## config.mk

```make
export PLATFORM = sky130hd
export DESIGN_NAME = phy_crw_master
export DESIGN_NICKNAME = d
export VERILOG_FILES = /design/src/rtl/phy_crw_pkg.sv /design/src/rtl/crw_timer.sv /design/src/rtl/crw_list.sv /design/src/rtl/phy_crw_master.sv
export SDC_FILE = /design/constraint.sdc
export NUM_CORES = 1
export LEC_CHECK = 0
export BUFFER_PORTS_ARGS = -buffer_cell sky130_fd_sc_hd__buf_2
export CORE_ASPECT_RATIO = 1.1
export CORE_MARGIN = 2
export CORE_UTILIZATION = 50
export CTS_BUF_LIST = sky130_fd_sc_hd__clkbuf_16
export DETAILED_ROUTE_END_ITERATION = 6
export MAX_ROUTING_LAYER = met4
export PLACE_DENSITY = 0.8
export SLEW_MARGIN = 40
export SYNTH_ARGS = -nofsm -noshare
export SYNTH_HDL_FRONTEND = slang
export SYNTH_SLANG_ARGS = --single-unit
```

## constraint.sdc

```tcl
create_clock -name clk -period 2.3 [get_ports clk]
set_input_delay 0.46 -clock clk [delete_from_list [all_inputs] [get_ports clk]]
set_output_delay 0.46 -clock clk [all_outputs]
set_load 0.05 [all_outputs]
```

## src/rtl/phy_crw_pkg.sv

```systemverilog
package phy_crw_pkg;

   typedef enum logic [2:0] {
      ST_IDLE    = 3'd0,
      ST_SETTLE  = 3'd1,
      ST_SETUP   = 3'd2,
      ST_WAIT_HI = 3'd3,
      ST_WAIT_LO = 3'd4,
      ST_DONE    = 3'd5
   } crw_state_e;

endpackage

```

## src/rtl/crw_timer.sv

```systemverilog
module crw_timer #(
   parameter int LIMIT = 16
) (
   input  logic clk,
   input  logic rst_n,
   input  logic run_i,
   output logic expired_o
);
   localparam int CW = $clog2(LIMIT + 1);

   if (LIMIT < 1) begin : g_bad_limit
      $error("crw_timer: LIMIT must be at least 1");
   end

   logic [CW-1:0] cnt_q;

   always_ff @(posedge clk or negedge rst_n) begin
      if (!rst_n)                        cnt_q <= '0;
      else if (!run_i)                   cnt_q <= '0;
      else if (cnt_q != CW'(LIMIT - 1))  cnt_q <= cnt_q + 1'b1;
   end

   assign expired_o = run_i && (cnt_q == CW'(LIMIT - 1));

   p_cnt_bound_r8: assert property (@(posedge clk) disable iff (!rst_n)
      run_i |-> (cnt_q < CW'(LIMIT)));

endmodule

```

## src/rtl/crw_list.sv

```systemverilog
module crw_list #(
   parameter int             N_PHY  = 2,
   parameter int             N_LANE = 4,
   parameter int             AW     = 16,
   parameter int             DW     = 16,
   parameter logic [AW-1:0]  BASE   = 16'h1008,
   parameter logic [AW-1:0]  STRIDE = 16'h0100,
   parameter logic [DW-1:0]  WVAL   = 16'h0E21,
   localparam int            PHY_W  = $clog2(N_PHY)
) (
   input  logic             clk,
   input  logic             rst_n,
   input  logic             rewind_i,
   input  logic             step_i,
   output logic [PHY_W-1:0] phy_o,
   output logic [AW-1:0]    addr_o,
   output logic [DW-1:0]    data_o,
   output logic             last_o
);
   localparam int LANE_W = $clog2(N_LANE);
   localparam int IDX_W  = PHY_W + LANE_W;
   localparam int TOTAL  = N_PHY * N_LANE;

   if (N_LANE < 2 || (N_LANE & (N_LANE - 1)) != 0) begin : g_bad_lane
      $error("crw_list: N_LANE must be a power of two, at least 2");
   end
   if (N_PHY < 2 || (N_PHY & (N_PHY - 1)) != 0) begin : g_bad_phy
      $error("crw_list: N_PHY must be a power of two, at least 2");
   end
   if (AW <= LANE_W) begin : g_bad_aw
      $error("crw_list: AW too narrow for the lane index");
   end

   logic [IDX_W-1:0]  idx_q;
   logic [LANE_W-1:0] lane;

   always_ff @(posedge clk or negedge rst_n) begin
      if (!rst_n)        idx_q <= '0;
      else if (rewind_i) idx_q <= '0;
      else if (step_i)   idx_q <= idx_q + 1'b1;
   end

   assign lane   = idx_q[LANE_W-1:0];
   assign phy_o  = idx_q[IDX_W-1:LANE_W];
   assign addr_o = BASE + (AW'(lane) * STRIDE);
   assign data_o = WVAL;
   assign last_o = (idx_q == IDX_W'(TOTAL - 1));

endmodule

```

## src/rtl/phy_crw_master.sv

```systemverilog
module phy_crw_master #(
   parameter int             N_PHY        = 2,
   parameter int             N_LANE       = 4,
   parameter int             AW           = 16,
   parameter int             DW           = 16,
   parameter logic [AW-1:0]  LANE_BASE    = 16'h1008,
   parameter logic [AW-1:0]  LANE_STRIDE  = 16'h0100,
   parameter logic [DW-1:0]  WR_VALUE     = 16'h0E21,
   parameter int             SETTLE_CYC   = 10,
   parameter int             RISE_TMO_CYC = 500,
   parameter int             FALL_TMO_CYC = 500
) (
   input  logic                clk,
   input  logic                rst_n,
   input  logic                start_i,
   output logic                done_o,
   output logic [N_PHY-1:0]    phy_sel_o,
   output logic [N_PHY*AW-1:0] phy_addr_o,
   output logic [N_PHY*DW-1:0] phy_wdata_o,
   output logic [N_PHY-1:0]    phy_wen_o,
   input  logic [N_PHY-1:0]    phy_ack_i,
   output logic                rise_tmo_o,
   output logic                fall_tmo_o
);
   import phy_crw_pkg::*;

   localparam int PHY_W = $clog2(N_PHY);

   crw_state_e       state_q, state_d;
   logic             sel_q, rto_q, fto_q;
   logic             settle_exp, rise_exp, fall_exp;
   logic             ack_cur, active, fin, last, accept;
   logic [PHY_W-1:0] cur_phy;
   logic [AW-1:0]    list_addr;
   logic [DW-1:0]    list_data;

   crw_timer #(.LIMIT(SETTLE_CYC)) u_settle (
      .clk(clk), .rst_n(rst_n), .run_i(state_q == ST_SETTLE), .expired_o(settle_exp));
   crw_timer #(.LIMIT(RISE_TMO_CYC)) u_rise (
      .clk(clk), .rst_n(rst_n), .run_i(state_q == ST_WAIT_HI), .expired_o(rise_exp));
   crw_timer #(.LIMIT(FALL_TMO_CYC)) u_fall (
      .clk(clk), .rst_n(rst_n), .run_i(state_q == ST_WAIT_LO), .expired_o(fall_exp));

   crw_list #(
      .N_PHY(N_PHY), .N_LANE(N_LANE), .AW(AW), .DW(DW),
      .BASE(LANE_BASE), .STRIDE(LANE_STRIDE), .WVAL(WR_VALUE)
   ) u_list (
      .clk(clk), .rst_n(rst_n), .rewind_i(accept), .step_i(fin),
      .phy_o(cur_phy), .addr_o(list_addr), .data_o(list_data), .last_o(last));

   assign accept  = (state_q == ST_IDLE) && start_i;
   assign ack_cur = phy_ack_i[cur_phy];
   assign fin     = (state_q == ST_WAIT_LO) && (!ack_cur || fall_exp);
   assign active  = (state_q == ST_SETUP) || (state_q == ST_WAIT_HI) ||
                    (state_q == ST_WAIT_LO);

   always_comb begin
      state_d = state_q;
      unique case (state_q)
         ST_IDLE:    if (start_i) state_d = ST_SETTLE;
         ST_SETTLE:  if (settle_exp) state_d = ST_SETUP;
         ST_SETUP:   state_d = ST_WAIT_HI;
         ST_WAIT_HI: if (ack_cur || rise_exp) state_d = ST_WAIT_LO;
         ST_WAIT_LO: if (fin) state_d = last ? ST_DONE : ST_SETUP;
         ST_DONE:    state_d = ST_IDLE;
         default:    state_d = ST_IDLE;
      endcase
   end

   always_ff @(posedge clk or negedge rst_n) begin
      if (!rst_n) begin
         state_q <= ST_IDLE;
         sel_q   <= 1'b0;
         rto_q   <= 1'b0;
         fto_q   <= 1'b0;
      end else begin
         state_q <= state_d;
         sel_q   <= sel_q | accept;
         rto_q   <= rto_q | ((state_q == ST_WAIT_HI) && !ack_cur && rise_exp);
         fto_q   <= fto_q | ((state_q == ST_WAIT_LO) && ack_cur && fall_exp);
      end
   end

   for (genvar p = 0; p < N_PHY; p++) begin : g_phy
      logic hit;
      assign hit                         = active && (cur_phy == PHY_W'(p));
      assign phy_sel_o[p]                = sel_q;
      assign phy_addr_o[p*AW +: AW]      = hit ? list_addr : '0;
      assign phy_wdata_o[p*DW +: DW]     = hit ? list_data : '0;
      assign phy_wen_o[p]                = hit && (state_q == ST_WAIT_HI);
   end

   assign done_o     = (state_q == ST_DONE);
   assign rise_tmo_o = rto_q;
   assign fall_tmo_o = fto_q;

   p_sel_hold_r2: assert property (@(posedge clk) disable iff (!rst_n)
      (&phy_sel_o) |=> (&phy_sel_o));
   p_setup_first_r3: assert property (@(posedge clk) disable iff (!rst_n)
      $rose(|phy_wen_o) |-> $stable(phy_addr_o) && (phy_addr_o != '0));
   p_wen_drop_r4: assert property (@(posedge clk) disable iff (!rst_n)
      (|(phy_wen_o & phy_ack_i)) |=> (phy_wen_o == '0));
   p_one_strobe_r5: assert property (@(posedge clk) disable iff (!rst_n)
      $onehot0(phy_wen_o));
   p_rise_sticky_r8: assert property (@(posedge clk) disable iff (!rst_n)
      rise_tmo_o |=> rise_tmo_o);
   p_fall_sticky_r9: assert property (@(posedge clk) disable iff (!rst_n)
      fall_tmo_o |=> fall_tmo_o);
   p_done_pulse_r10: assert property (@(posedge clk) disable iff (!rst_n)
      done_o |=> !done_o);

endmodule

```

==> Flow_metrics.wiki, run 1 <==
{| class="wikitable"
! Metric !! Value
|-
| Status || completed
|-
| Die height || about 72 µm
|-
| Reg2reg end || state_q[0]$_DFFE_PN0P_
|-
| Antenna violation net count after detailed routing || 0
|-
| TritonRoute pass-1 iters || 4
|-
| Peak Freq || 451 MHz
|-
| Register area || 776 µm²
|-
| Effective utilization at floorplan || 0.527
|-
| Share of post-route cells with drive strength above 1 || 0.215
|-
| FP Rows || 24
|-
| Number of antenna cells inserted || 0
|-
| Count of non-filler cells in the finished layout || roughly 300
|-
| Ports placed on the boundary || 76
|-
| Reg2reg setup slack || 0.39 ns
|-
| Vias after detailed routing || ~1,400
|-
| Nets || 257
|-
| Number of clock sinks || 31
|-
| Fill count || roughly 350
|-
| Drt wl/cell || 11.9 µm
|-
| Final Power || approximately 2.4 mW
|-
| Setup repair after global routing missed its margin || false
|-
| Area of the core region || around 4000 µm²
|-
| Die W || 66.1 µm
|-
| CTS clock-pin slew for the worst setup and hold paths || around 0.05 ns
|-
| Most frequently used flop master after synthesis || sky130_fd_sc_hd__dfrtp_1
|-
| Power density of the placed cells || around 1100 nW/µm²
|-
| Final weighted congestion of routability-driven global placement || 0.818
|-
| Number of remaining DRC errors || 0
|-
| Portion of synthesized cell area occupied by the leading cell type || 0.366
|-
| Crit end category || primary output
|-
| Leading cell types by total area after synthesis || sky130_fd_sc_hd__dfrtp_1, sky130_fd_sc_hd__buf_4, sky130_fd_sc_hd__nor2_1
|-
| Kind of path behind the tightest hold check || primary input to async pin
|-
| Port Buffer Count || 29
|-
| Portion of the post-synthesis area used by sequential elements || 0.366
|-
| Leakage power summed over all cells || approximately 1.1 nW
|-
| Maximum buffer depth of the clock tree || 2
|-
| Combined area of the multi-input logic cells || 1020 µm²
|-
| Fraction of the cycle the final worst path needs || 0.965
|-
| Worst path slowest cell || sky130_fd_sc_hd__dfrtp_1
|-
| Synth Area per Inst || 9.34 µm²
|-
| Total number of H-tree levels || 2
|-
| Pin count of the biggest net entering global routing || 32
|-
| Async SR Flop Fraction || 1.00
|-
| Number of flops mapped to enable cells by yosys || 0
|-
| Critical path type || flop to primary output
|-
| Max-slew headroom || 0.543
|-
| Signal arrival time at the worst endpoint || 1.76 ns
|-
| Setup Viol. Count Final || 0
|-
| DR vias/cell || 4.83
|-
| Worst vdd rail ir drop || 0.000463 V
|-
| Critical path fanouts, max || 7
|-
| Transition time at the pin with the least slew margin || a little under 0.7 ns
|-
| Largest stage delay, worst path || 0.46 ns
|-
| Sequence of cells on the critical path || or3b_1 -> o21ai_2 -> and2_2 -> clkbuf_4
|-
| Unique cell type count in the Yosys netlist || 42
|-
| CTS root buf || sky130_fd_sc_hd__clkbuf_16
|-
| First-pass GRT wire length || between 5000 and 6000 µm
|-
| CTS tree || yes
|-
| Worst hold slack across all endpoints || about 0.23 ns
|-
| Global-route usage over all layers || 0.159
|-
| Number of global-route vias before repair || 1,280
|-
| Aggregate routed wire length || 3560 µm
|-
| Total of warnings raised by yosys || 0
|-
| Number of pins with negative max-slew slack in the final report || 0
|-
| Worst reg2reg path startpoint || state_q[2]$_DFFE_PN0P_
|-
| Number of antenna violations at the first check in global routing || 0
|-
| Area of the die || between 4000 and 5000 µm²
|-
| Total congestion overflow after global routing || 0
|-
| Kind of launch point of the worst setup path || flop
|-
| Cell taking the most area after synthesis || sky130_fd_sc_hd__dfrtp_1
|-
| Number of violations of the max-capacitance limit || 0
|-
| Number of placed instances, taps included || roughly 290
|-
| Initial detailed-routing violation count || 148
|-
| Area growth from synthesis to layout || 5.19%
|-
| Shortest period the worst path allows || 2.22 ns
|-
| Half-perimeter wire length of the detailed placement result || 2470 µm
|-
| Count of endpoints failing hold in the final timing report || 0
|-
| Latest clock arrival within the worst-skew pair || 0.28 ns
|-
| Maximum clock skew at final layout || a little over 0.003 ns
|-
| Count of state elements after synthesis || 31
|-
| Reg2Reg Depth || 5
|-
| Post-CTS Hold Fix Bufs || 0
|-
| Number of clock buffers inserted by TritonCTS || 5
|-
| CP required || 1.84 ns
|-
| Synthesized cell area || 2120 µm²
|-
| Number of standard cells after synthesis || roughly 230
|}
==> where the power goes <==
group | switching (mW) | leakage, nW | total [mW] | internal (mW)
logic | 0.783 | 0.649 | 1.10 | 0.321
registers | 0.0623 | 0.422 | 0.672 | 0.610
clock network | 0.226 | 0.0671 | 0.614 | 0.388
total | 1.07 | 1.14 | 2.39 | 1.32
==> logic make-up (layout without fill, tap and decap cells) <==
logic type / after synthesis / in the layout / share of synthesized area
buf+inv: 72 / 46 / 0.241
xor+xnor: 14 / 14 / 0.0578
flops: 31 / 31 / 0.366
mux: 4 / 4 / 0.0212
fa+ha+maj: 6 / 6 / 0.0354
compound gates: 28 / 28 / 0.0814
other cells: 1 / 46 / 0.00177
simple gates: 71 / 71 / 0.195
==> final cells by class <==
cell class              instances  area share
flip-flops and latches         31       0.348
multi-input cells             169       0.455
clock inverters                 2     0.00393
inverters                       4     0.00673
repair buffers                 35       0.101
clock buffers                   5      0.0561
well taps                      52      0.0292
==> sequential cells by signal, summed over array words and instances, names as in the netlist <==
name and flops:
u_rise.cnt_q 9, rise_tmo_o 1, u_list.idx_q 3, u_fall.cnt_q 9
u_settle.cnt_q 4, state_q 3, fall_tmo_o 1, sel_q 1
==> worst max-delay path by stage <==
stage | slack (ns) | end | from
final | 0.08 | phy_wdata_o[16] | state_q[2]$_DFFE_PN0P_
after global routing | 0.01 | phy_addr_o[19] | state_q[2]$_DFFE_PN0P_
after CTS | -0.04 | phy_wdata_o[9] | state_q[2]$_DFFE_PN0P_
after detailed placement | 0.29 | phy_wdata_o[9] | state_q[2]$_DFFE_PN0P_
after global placement | 0.36 | phy_wdata_o[9] | state_q[2]$_DFFE_PN0P_
after floorplan | 0.20 | phy_addr_o[24] | state_q[1]$_DFFE_PN0P_
==> repair_timing <==
action | CTS | global route
buffers inserted | 0 | 0
resized for setup | 2 | 17
gates cloned | 0 | 0
hold endpoints to repair | 0 | 0
setup endpoints to repair | 14 | 18
==> cells in the final DEF, fill, tap and decap left out, types with 2 or more instances in the layout <==
cell type and n:
sky130_fd_sc_hd__a21o_1 3, sky130_fd_sc_hd__a21oi_1 10, sky130_fd_sc_hd__dfrtp_1 31, sky130_fd_sc_hd__buf_4 8, sky130_fd_sc_hd__nand2_1 6, sky130_fd_sc_hd__or3_1 5
sky130_fd_sc_hd__or3b_2 2, sky130_fd_sc_hd__and3_1 7, sky130_fd_sc_hd__nand3_1 8, sky130_fd_sc_hd__conb_1 46, sky130_fd_sc_hd__clkbuf_16 5, sky130_fd_sc_hd__xnor2_1 5
sky130_fd_sc_hd__xor2_1 9, sky130_fd_sc_hd__buf_2 15, sky130_fd_sc_hd__clkbuf_4 12, sky130_fd_sc_hd__nand2b_1 2, sky130_fd_sc_hd__ha_1 6, sky130_fd_sc_hd__nand4_1 3
sky130_fd_sc_hd__o21ai_0 8, sky130_fd_sc_hd__nand3b_1 2, sky130_fd_sc_hd__nor2_1 21, sky130_fd_sc_hd__mux2i_1 3, sky130_fd_sc_hd__inv_1 4, sky130_fd_sc_hd__and2_1 2
==> metrics by stage <==
step	area, µm²	setup WS, ns	TNS, ns	util
after detailed placement	2050	0.286	0	0.509
after floorplan	2290	0.205	0	-
after CTS	2190	-0.0425	-0.492	0.544
final	2230	0.0812	0	0.554
after global routing	2230	0.0105	0	0.554
after global placement	2050	0.363	0	0.509
==> routing by layer <==
metal | share of wire | GRT usage | up-vias
met5 | 0 | - | -
met1 | 0.41 | 0.178 | 670
li1 | - | - | 698
met3 | 0.066 | 0.0326 | 7
met2 | 0.50 | 0.264 | 63
met4 | 0.023 | 0.0884 | 0
==> cells in the mapped netlist, types with 5 or more instances <==
cell type                 count
sky130_fd_sc_hd__or3_1        5
sky130_fd_sc_hd__a21oi_1     10
sky130_fd_sc_hd__xor2_1       9
sky130_fd_sc_hd__nand3_1      8
sky130_fd_sc_hd__nor2_1      21
sky130_fd_sc_hd__nand2_1      6
sky130_fd_sc_hd__o21ai_0      9
sky130_fd_sc_hd__buf_4       62
sky130_fd_sc_hd__ha_1         6
sky130_fd_sc_hd__and3_1       7
sky130_fd_sc_hd__xnor2_1      5
sky130_fd_sc_hd__dfrtp_1     31
==> worst max-delay path, delay by kind of cell, from the launching register on <==
family / cells / cell delay (ns)
compound gates: 1 / 0.12
buf+inv: 1 / 0.24
simple gates: 2 / 0.66
flops: 1 / 0.46
Note: power is estimated with default switching activity, not from simulation.
==> run 2, diff against run 1 <==
--- a/config.mk
+++ b/config.mk
@@ -9,10 +9,10 @@
 export CORE_ASPECT_RATIO = 1.1
 export CORE_MARGIN = 2
 export CORE_UTILIZATION = 50
-export CTS_BUF_LIST = sky130_fd_sc_hd__clkbuf_16
 export DETAILED_ROUTE_END_ITERATION = 6
 export MAX_ROUTING_LAYER = met4
 export PLACE_DENSITY = 0.8
+export SETUP_SLACK_MARGIN = 0.4
 export SLEW_MARGIN = 40
 export SYNTH_ARGS = -nofsm -noshare
 export SYNTH_HDL_FRONTEND = slang
==> run 2 against run 1 <==
Power is 2.8% lower. Design area is 4.9% higher. Sequential share of layout area is 1.6 points lower. Hold slack worse by 0.012 ns. Maximum frequency is 4.9% higher. Worst setup slack better by 0.10 ns. Non-clock buffer count stayed put.
==> Flow_metrics.wiki, run 2 (synthesis gave the netlist of run 1 again) <==
{| class="wikitable"
! Metric !! Value
|-
| Half-perimeter wire length of the detailed placement result || 2470 µm (about the same)
|-
| Nets || 257 (unchanged)
|-
| Transition time at the pin with the least slew margin || 0.681 ns (was 0.685 ns)
|-
| Worst path buffer plus inverter count || 1 (unchanged)
|-
| Largest stage delay, worst path || 0.42 ns (was 0.46 ns)
|-
| Top library cells by usage in the layout, fill and taps aside || sky130_fd_sc_hd__conb_1, sky130_fd_sc_hd__dfrtp_1, sky130_fd_sc_hd__nor2_1 (unchanged)
|-
| Critical path type || flop to primary output (unchanged)
|-
| Fraction of the core area covered by cells at the end of the flow || 0.581 (was 0.554)
|-
| Pin count of the biggest net entering global routing || 32 (unchanged)
|-
| Final worst-path setup slack || 0.184 ns (was 0.0812 ns)
|-
| Net Switching || 1.08 mW (was 1.07 mW)
|-
| CTS clock-pin slew for the worst setup and hold paths || 0.06 ns (was 0.05 ns)
|-
| Kind of launch point of the worst setup path || flop (unchanged)
|-
| Max-slew headroom || 0.546 (was 0.543)
|-
| Kind of path behind the tightest hold check || primary input to async pin (unchanged)
|-
| Initial detailed-routing violation count || 61 (was 148)
|-
| Share of total power in the clock network || 0.175 (was 0.257)
|-
| Latest clock arrival within the worst-skew pair || 0.28 ns (about the same)
|-
| Number of clock sinks || 31 (unchanged)
|-
| Maximum buffer depth of the clock tree || 2 (unchanged)
|-
| Count of endpoints failing hold in the final timing report || 0 (unchanged)
|-
| CTS root buf || sky130_fd_sc_hd__clkbuf_8 (was sky130_fd_sc_hd__clkbuf_16)
|-
| Critical path fanouts, max || 7 (unchanged)
|-
| Die W || 66.1 µm (unchanged)
|-
| Number of pins with negative max-slew slack in the final report || 0 (unchanged)
|-
| Total congestion overflow after global routing || 0 (unchanged)
|-
| Ports placed on the boundary || 76 (unchanged)
|-
| TritonRoute pass-1 iters || 4 (unchanged)
|-
| CP top delay family || simple AND/OR/NAND/NOR gates (unchanged)
|-
| Effective utilization at floorplan || 0.527 (unchanged)
|-
| Number of global-route vias before repair || 1,378 (was 1,280)
|-
| Registers with the most flip-flops || u_fall.cnt_q x9, u_rise.cnt_q x9, u_settle.cnt_q x4 (unchanged)
|-
| Area of the die || 4780 µm² (unchanged)
|-
| Number of violations of the max-capacitance limit || 0 (unchanged)
|-
| Aggregate routed wire length || 3610 µm (was 3560 µm)
|-
| Worst vdd rail ir drop || 0.000425 V (was 0.000463 V)
|-
| Share of post-route cells with drive strength above 1 || 0.235 (was 0.215)
|-
| Setup repair after global routing missed its margin || true (was false)
|-
| Antenna violation net count after detailed routing || 0 (unchanged)
|-
| CP required || 1.84 ns (about the same)
|-
| Leakage power summed over all cells || 1.14 nW (about the same)
|-
| Final weighted congestion of routability-driven global placement || 0.797 (was 0.818)
|-
| Combinational Power Share || 0.539 (was 0.462)
|-
| Fraction of the cycle the final worst path needs || 0.920 (was 0.965)
|-
| Peak Freq || 473 MHz (was 451 MHz)
|-
| Fill count || 346 (was 348)
|-
| Worst path slowest cell || sky130_fd_sc_hd__dfrtp_2 (was sky130_fd_sc_hd__dfrtp_1)
|-
| Number of antenna violations at the first check in global routing || 0 (unchanged)
|-
| First-pass GRT wire length || 6050 µm (was 5620 µm)
|-
| Signal arrival time at the worst endpoint || 1.66 ns (was 1.76 ns)
|-
| Setup Viol. Count Final || 0 (unchanged)
|-
| Number of clock buffers inserted by TritonCTS || 5 (unchanged)
|-
| Cell internal pwr || 1.25 mW (was 1.32 mW)
|-
| Sequence of cells on the critical path || or3b_4 -> o21ai_4 -> and2_4 -> buf_6 (was or3b_1 -> o21ai_2 -> and2_2 -> clkbuf_4)
|-
| Number of placed instances, taps included || 290 (was 291)
|-
| Number of antenna cells inserted || 0 (unchanged)
|-
| Crit end category || primary output (unchanged)
|-
| Worst Setup Slack post-DPL || 0.344 ns (was 0.286 ns)
|-
| Drt wl/cell || 12.1 µm (was 11.9 µm)
|-
| Most frequent standard cell in the layout excluding fill and tap cells || sky130_fd_sc_hd__conb_1 (unchanged)
|-
| FP Rows || 24 (unchanged)
|-
| Total number of H-tree levels || 2 (unchanged)
|-
| Switching share of power || 0.464 (was 0.448)
|-
| DR vias/cell || 4.97 (was 4.83)
|-
| Maximum clock skew at final layout || 0.00965 ns (was 0.00312 ns)
|-
| Global-route usage over all layers || 0.172 (was 0.159)
|-
| Number of remaining DRC errors || 0 (unchanged)
|-
| Count of non-filler cells in the finished layout || 299 (was 298)
|-
| Area growth from synthesis to layout || 10.3% (was 5.19%)
|-
| Area of the core region || 4020 µm² (unchanged)
|-
| Port Buffer Count || 29 (unchanged)
|-
| Die height || 72.3 µm (unchanged)
|-
| Fraction of power consumed by sequential logic || 0.286 (was 0.281)
|-
| Vias after detailed routing || 1,485 (was 1,438)
|-
| Shortest period the worst path allows || 2.12 ns (was 2.22 ns)
|-
| CTS tree || yes (unchanged)
|-
| Final setup TNS || 0 ns (unchanged)
|-
| Post-CTS Hold Fix Bufs || 0 (unchanged)
|-
| Status || completed (unchanged)
|-
| Worst hold slack across all endpoints || 0.214 ns (was 0.227 ns)
|-
| Power density of the placed cells || 993 nW/µm² (was 1070 nW/µm²)
|}
run 2: changes by cell type in the layout (fill, tap and decap cells not counted), moves of 3 or more:
| cell | before | now |
|---|---|---|
| sky130_fd_sc_hd__buf_8 | 0 | 13 |
| sky130_fd_sc_hd__clkbuf_4 | 12 | 0 |
| sky130_fd_sc_hd__buf_6 | 0 | 7 |
| sky130_fd_sc_hd__buf_2 | 15 | 9 |
| sky130_fd_sc_hd__clkbuf_16 | 5 | 0 |
| sky130_fd_sc_hd__clkbuf_8 | 0 | 5 |
| sky130_fd_sc_hd__and3_1 | 7 | 3 |
| sky130_fd_sc_hd__and3_4 | 0 | 3 |
run 2: routing by layer:
metal / vias up / share of wire / global-route usage
met2: 62 / 0.53 / 0.291
li1: 703 / - / -
met5: - / 0 / -
met4: 0 / 0.022 / 0.0816
met3: 5 / 0.069 / 0.0434
met1: 715 / 0.38 / 0.186
run 2: repair_timing:
item	4_1_cts	5_1_grt
setup buffers	1	0
endpoints found under the setup margin	19	20
pin swaps	3	3
resized for setup	47	11
endpoints found under the hold margin	0	0
run 2: power by group through the flow:
stage,Sequential (mW),Clock (mW),Combinational (mW)
after global placement,0.678,0,1.03
after global routing,0.671,0.438,1.34
after detailed placement,0.683,0,1.05
final,0.664,0.407,1.25
after CTS,0.664,0.415,1.19
after floorplan,0.658,0,1.19
run 2: worst paths after layout:
| kind | from | endpoint | slack, ns | depth (start not counted) |
|---|---|---|---|---|
| worst min-delay path | rst_n | u_fall.cnt_q[2]$_DFFE_PN0P_ | 0.21 | 1 |
| worst max register to register | state_q[1]$_DFFE_PN0P_ | state_q[0]$_DFFE_PN0P_ | 0.47 | 5 |
| worst min register to register | rise_tmo_o$_DFF_PN0_ | rise_tmo_o$_DFF_PN0_ | 0.47 | 1 |
| min in group clk | rise_tmo_o$_DFF_PN0_ | rise_tmo_o$_DFF_PN0_ | 0.47 | 1 |
| max in group asynchronous | rst_n | state_q[1]$_DFFE_PN0P_ | 1.61 | 1 |
| worst max-delay path | state_q[1]$_DFFE_PN0P_ | phy_wdata_o[10] | 0.18 | 4 |
run 2: area by class of cell:
type / instances / area, µm² / area share
clock buffers: 7 / 76.3 / 0.0326
inverters: 4 / 15.0 / 0.00642
well taps: 52 / 65.1 / 0.0278
clock inverters: 1 / 5.00 / 0.00214
flip-flops and latches: 31 / 777 / 0.332
multi-input cells: 169 / 1040 / 0.443
repair buffers: 35 / 364 / 0.156
run 2: stage by stage:
| stage | cell area, µm² | power (mW) |
|---|---|---|
| floorplan | 2420 | 1.85 |
| global placement | 2070 | 1.71 |
| detailed placement | 2070 | 1.73 |
| CTS | 2310 | 2.27 |
| global route | 2340 | 2.45 |
| finish | 2340 | 2.32 |
